--- src/rtl/char_point_seq.sv ---
module char_point_seq #(
  parameter int COLS = 9,
  parameter int ROWS = 14,
  parameter int CW   = 9
) (
  input  logic                 clk,
  input  logic                 rst_n,
  input  logic                 start,
  input  logic                 use_rom,
  input  logic [1:0]           code,
  input  logic [COLS*ROWS-1:0] glyph,
  input  logic [CW-1:0]        anchor_x,
  input  logic [CW-1:0]        anchor_y,
  output logic                 busy,
  output logic                 done,
  output logic                 pt_valid,
  input  logic                 pt_ready,
  output logic [CW-1:0]        pt_x,
  output logic [CW-1:0]        pt_y,
  output logic                 pt_on
);
  localparam int NB  = COLS * ROWS;
  localparam int CIW = $clog2(COLS);
  localparam int RW  = $clog2(ROWS);
  localparam logic [CIW-1:0] COL_LAST = CIW'(COLS - 1);
  localparam logic [RW-1:0]  ROW_LAST = RW'(ROWS - 1);

  function automatic logic [NB-1:0] rom_image(input logic [1:0] sel);
    logic [NB-1:0] v;
    v = '0;
    for (int c = 0; c < COLS; c++) begin
      for (int r = 0; r < ROWS; r++) begin
        case (sel)
          2'd0: v[c*ROWS+r] = 1'b1;
          2'd1: v[c*ROWS+r] = ((c + r) % 2) == 0;
          2'd2: v[c*ROWS+r] = (c == 0) || (c == COLS-1) || (r == 0) || (r == ROWS-1);
          default: v[c*ROWS+r] = (r == c);
        endcase
      end
    end
    return v;
  endfunction

  logic [CIW-1:0] col;
  logic [RW-1:0]  row;
  logic [NB-1:0]  img;
  logic [CW-1:0]  ax_q, ay_q;
  logic [CW:0]    x_sum, y_dif;
  logic           in_range, step;

  assign x_sum    = {1'b0, ax_q} + (CW+1)'(col);
  assign y_dif    = {1'b0, ay_q} - (CW+1)'(row);
  assign in_range = !x_sum[CW] && !y_dif[CW];
  assign pt_valid = busy && in_range;
  assign step     = busy && (!in_range || pt_ready);
  assign pt_x     = x_sum[CW-1:0];
  assign pt_y     = y_dif[CW-1:0];
  assign pt_on    = img[0];

  always_ff @(posedge clk) begin
    if (!rst_n) begin
      busy <= 1'b0;
      done <= 1'b0;
      col  <= '0;
      row  <= '0;
      img  <= '0;
      ax_q <= '0;
      ay_q <= '0;
    end else begin
      done <= 1'b0;
      if (!busy) begin
        if (start) begin
          busy <= 1'b1;
          col  <= '0;
          row  <= '0;
          ax_q <= anchor_x;
          ay_q <= anchor_y;
          img  <= use_rom ? rom_image(code) : glyph;
        end
      end else if (step) begin
        img <= img >> 1;
        if (row == ROW_LAST) begin
          row <= '0;
          if (col == COL_LAST) begin
            busy <= 1'b0;
            done <= 1'b1;
          end else begin
            col <= col + 1'b1;
          end
        end else begin
          row <= row + 1'b1;
        end
      end
    end
  end


  hold_stable_chk: assert property (@(posedge clk) disable iff (!rst_n)
    pt_valid && !pt_ready |=> pt_valid && $stable(pt_x) && $stable(pt_y) && $stable(pt_on));


  done_single_chk: assert property (@(posedge clk) disable iff (!rst_n)
    done |=> !done);


  done_idle_chk: assert property (@(posedge clk) disable iff (!rst_n)
    done |-> !busy && !pt_valid);


  busy_cause_chk: assert property (@(posedge clk) disable iff (!rst_n)
    $rose(busy) |-> $past(start));


  valid_busy_chk: assert property (@(posedge clk) disable iff (!rst_n)
    pt_valid |-> busy);


  y_step_chk: assert property (@(posedge clk) disable iff (!rst_n)
    pt_valid && pt_ready && pt_y != 0 && !done |=> !pt_valid || pt_y == $past(pt_y) - 1'b1 || pt_x == $past(pt_x) + 1'b1);
endmodule

--- config.mk ---
export PLATFORM = sky130hd
export DESIGN_NAME = char_point_seq
export DESIGN_NICKNAME = d
export VERILOG_FILES = /design/src/rtl/char_point_seq.sv
export SDC_FILE = /design/constraint.sdc
export NUM_CORES = 1
export LEC_CHECK = 0
export CORE_MARGIN = 2
export CORE_UTILIZATION = 56
export DETAILED_ROUTE_END_ITERATION = 10
export GPL_ROUTABILITY_DRIVEN = 0
export GPL_TIMING_DRIVEN = 0
export PLACE_DENSITY = 0.93
export SETUP_SLACK_MARGIN = 0.15
export SYNTH_ARGS = -nofsm -noshare
export SYNTH_HDL_FRONTEND = slang
export SYNTH_SLANG_ARGS = --single-unit
--- constraint.sdc ---
create_clock -name clk -period 6 [get_ports clk]
set_input_delay 1.2 -clock clk [delete_from_list [all_inputs] [get_ports clk]]
set_output_delay 1.2 -clock clk [all_outputs]
set_load 0.02 [all_outputs]
Word-level counts from Yosys, hierarchy flattened:

Index checks and enable logic that the tools add are counted.

* bits in registers: 154
* input bits: 151
* output and inout bits: 22

* $add $sub $neg: 4
* eq/ne operators: 7
* mux-type cells: 23
* bitwise operators: 1
* reduce and logical (&&, ||, !) cells: 16

Operators by type and width (count)
* $mux W126: 4
* $mux W4: 8
* $mux W1: 11
* $add A9 B4 Y10: 1
* $sub A9 B4 Y10: 1
* $add A4 B1 Y4 const B: 2
* $eq A4 B4 Y1 const B: 2
* $reduce_and A4 Y1: 2
* $ne A2 B1 Y1 const B: 2
* $reduce_and A2 Y1: 2
* $reduce_or A2 Y1: 2
* $logic_and A1 B1 Y1: 3
* $logic_not A1 Y1: 3
* $reduce_or A3 Y1: 1
* $eq A2 B1 Y1 const B: 1
* $eq A2 B2 Y1 const B: 1
* $logic_not A2 Y1: 1
* $ne A2 B2 Y1 const B: 1
* $reduce_bool A2 Y1: 1
* $logic_or A1 B1 Y1: 1
* $not A1 Y1: 1

Logic depth before layout (Yosys ltp):

* depth after elaboration: 8
* mapped depth: 10
* depth with buffers taken out: 8

Worst setup path after synthesis:

OpenSTA, ideal clock, no wires.

* kind: reg-to-output
* start point: reg row[1]
* end point: out pt_y[7]
* arrival: 1.956 ns
* required time: 4.800 ns
* setup slack: 2.844 ns
* cell stages (with the launch flop): 8
* path buffers: 0
* cell sequence: dfxtp_1 > inv_1 > ha_1 > nor2b_1 > o31a_1 > or2_1 > nor3_1 > xor2_1

* word-level cells in the longest chain between the ends: 1

RTL lines
* from (decl): RTL line 45 `logic [RW-1:0] row;`
* from (signal assigned): RTL line 91 `row <= row + 1'b1;`
* $sub A9 B4 Y10: RTL line 52 `assign y_dif = {1'b0, ay_q} - (CW+1)'(row);`
* to (decl): RTL line 19 `output logic [CW-1:0] pt_y,`

No other way between the ends.

Final worst setup path:

* start point: reg busy
* end point: out pt_valid

* word-level cells in the longest chain between the ends: 1

RTL lines
* from (decl): RTL line 14 `output logic busy,`
* from (signal assigned): RTL line 62 `busy <= 1'b0;`
* from (signal assigned): RTL line 73 `busy <= 1'b1;`
* from (signal assigned): RTL line 85 `busy <= 1'b0;`
* $logic_and A1 B1 Y1: RTL line 54 `assign pt_valid = busy && in_range;`
* to (decl): RTL line 16 `output logic pt_valid,`

No other way between the ends.

==> impl_metrics.csv <==
group,metric,value,unit
worst_setup_path,start_kind,"register",
sta,hold_violations,0,
worst_setup_path,cpPeakStageDelay,630,ps
clock_network,ctsHoldBuffers,0,
synth,ys_warn_count,0,
worst_setup_path,cp_slowest_cell,"clkdlybuf4s50_1",
global_routing,gr-usage-all-layers,0.328,
sta,worst_pin_slew,1140,ps
detailed_routing,ant_nets,0,
synth,yosysSeqAreaShare,0.361,
synth,synth_cells,1139,
worst_setup_path,critical_path_class,"reg -> out",
clock_network,cts_setup_buffers,0,
synth,ys_ff_latch,154,
worst_setup_path,critPathRequiredTime,4800,ps
detailed_routing,routed_wl,27200,um
sta,min_period,4370,ps
global_routing,overflow,0,
synth,synth_edf_count,0,
worst_setup_path,startpoint,"busy",
detailed_routing,routed_via_density,6.17,
synth,post_synth_num_cell_types,52,
clock_network,cts_tree,"done",
detailed_routing,drc,0,
worst_setup_path,crit_arrival,3170,ps
final_layout,drive_gt1_frac,0.0575,
placed_design,dp.final_hpwl,18400,um
die,num_rows,45,
pwr,p_leak,0.00461,uW
hold_path,hp-class,"reg -> reg",
worst_setup_path,reg2reg_from,"busy",
sta,clock.fmax,0.229,GHz
global_routing,grt_max_degree,17,
synth,ys.flop_type,"dfxtp_1",
clock_network,numCtsBuffers,17,
sta,setup_ws,1630,ps
die,coreArea,15000,sq um
worst_setup_path,cpMostUsedCell,"clkbuf_1",
detailed_routing,drt_iter0_markers,1206,
synth,syn-num-nets,1304,
run,maxCapViolCount,0,
placed_design,io_buffers,169,
clock_network,clock_path_buffers,2,
global_routing,grt_pass1_wl,42900,um
synth,syn_avg_cell_area,7.51,sq um
sta,drv_slew,0,
detailed_routing,wl_met2,12200,um
synth,synth_area,8550,sq um
clock_network,h-tree-depth,4,
synth,ys_async_sr_fraction,0,
detailed_routing,wl_met3,3040,um
sta,rsz0062_at_grt,"false",
sta,timing.slew.headroom,0.237,
global_routing,grt_pass1_vias,8900,
detailed_routing,vias,9425,
die,start_util,0.569,
hold_path,hp-start,"img[63]",
detailed_routing,wire_per_inst,17.8,um
worst_setup_path,cp_max_fo,10,
clock_network,clock_sinks,154,
worst_setup_path,crit_chain,"clkbuf_1, clkbuf_1, clkbuf_1, o21ai_0, nor2_1, clkdlybuf4s50_1",
final_layout,nNetsFinal,1492,
sta,fin_skew,11.3,ps
clock_network,clkTransAtPathRegs,60,ps
global_routing,antenna_found_initial,0,
die,chipWidth,128,um
worst_setup_path,end_kind,"output port",
sta,setup_viol,0,
die,ios,173,
final_layout,synthToLayoutAreaGrowth,29.2,%
detailed_routing,top_layer,"met4",
pwr,p_per_area,260,nW/um^2
clock_network,root_buffer,"clkbuf_16",
final_layout,n_antenna_cell,0,
die,die_area,16300,sq um
detailed_routing,wl_met1,10600,um
clock_network,clock_latency,440,ps
clock_network,cts_resized,0,
run_status,outcome,"finished clean",
die,die_h,128,um
pwr,vdd_drop_max,233,uV
sta,fin_crit_sh,0.729,
sta,finalSetupTns,0,ps
placed_design,place_ws,2250,ps
detailed_routing,drt-pass1-iter-count,7,
## kinds of logic (layout without fill, tap and decap cells)
group,after synthesis,in the layout,share of synthesized area
fa+ha+maj,14,14,0.0222
xor+xnor,13,13,0.0133
simple gates,286,286,0.146
buf+inv,195,396,0.100
mux,57,57,0.0667
flops,154,154,0.361
compound gates,420,420,0.291
## layer usage
layer,vias to the layer above,global-route usage
li1,4404,-
met1,4279,0.414
met2,638,0.515
met3,104,0.0796
met4,0,0.184
met5,-,0
## final timing paths
kind / to / slack (ps) / cells past startpoint
worst min-delay path: img[63] / 460 / 2
worst max register to register: img[12] / 3090 / 7
worst max-delay path: pt_valid / 1630 / 6
worst min register to register: img[63] / 460 / 2
## registers in the layout, indices dropped and copies added (netlist names)
signal / flops
ay_q: 9
col: 4
ax_q: 9
done: 1
row: 4
img: 126
busy: 1
## critical path: cells and delay by family (launching register included)
kind | cells | cell delay (ps)
buffers and inverters | 4 | 2060
AO/OA/AOI/OAI | 1 | 190
flip-flops | 1 | 360
AND/OR/NAND/NOR | 1 | 120
## per-stage QoR
step | power (uW) | instance area, sq um | instances | hold WS (ps) | utilization
2_1_floorplan | 1570 | 8550 | 1139 | 430 | -
3_3_place_gp | 1810 | 10500 | 1496 | 441 | 0.697
3_5_place_dp | 1830 | 10500 | 1496 | 445 | 0.697
4_1_cts | 2850 | 11000 | 1528 | 456 | 0.735
5_1_grt | 2980 | 11000 | 1528 | 469 | 0.735
6_report | 2870 | 11000 | 1528 | 456 | 0.735
## power breakdown
part / switching, uW / internal (uW)
registers: 63.8 / 1110
clock network: 465 / 576
logic: 366 / 289
total: 895 / 1980
## cell usage after synthesis (3+ instances only)
cell / number / area (sq um)
xnor2_1: 8 / 70.1
buf_4: 4 / 30.0
o21ai_1: 14 / 70.1
buf_1: 3 / 11.3
nor4_1: 5 / 31.3
inv_1: 85 / 319
nand3_1: 77 / 385
nor2b_1: 5 / 31.3
clkbuf_1: 75 / 282
xor2_1: 5 / 43.8
nand2_1: 112 / 420
nor2_1: 72 / 270
o21ai_0: 119 / 596
buf_2: 14 / 70.1
o2111ai_1: 70 / 613
mux2i_1: 57 / 571
a21oi_1: 197 / 986
buf_6: 11 / 124
dfxtp_1: 154 / 3080
ha_1: 12 / 150
## cell type report
class	count	area, sq um
plain buffers	109	532
clock buffers	17	425
clock inverters	15	144
fillers	1053	3990
inverters	86	323
multi-input cells	790	4610
flip-flops and latches	154	3080
well taps	188	235
repair buffers	169	1690
## cell usage in the layout (no fill, tap or decap), types with 4 or more instances in the layout
master and count:
a21oi_1 197, clkdlybuf4s50_1 169, dfxtp_1 154, o21ai_0 119
nand2_1 112, inv_1 85, nand3_1 77, clkbuf_1 75
nor2_1 72, o2111ai_1 70, mux2i_1 57, clkbuf_16 17
buf_2 14, o21ai_1 14, ha_1 12, buf_6 11
xnor2_1 8, clkinv_4 6, xor2_1 5, nor4_1 5
nor2b_1 5, buf_4 4, clkinvlp_4 4
Note: power is estimated with default switching activity, not from simulation.
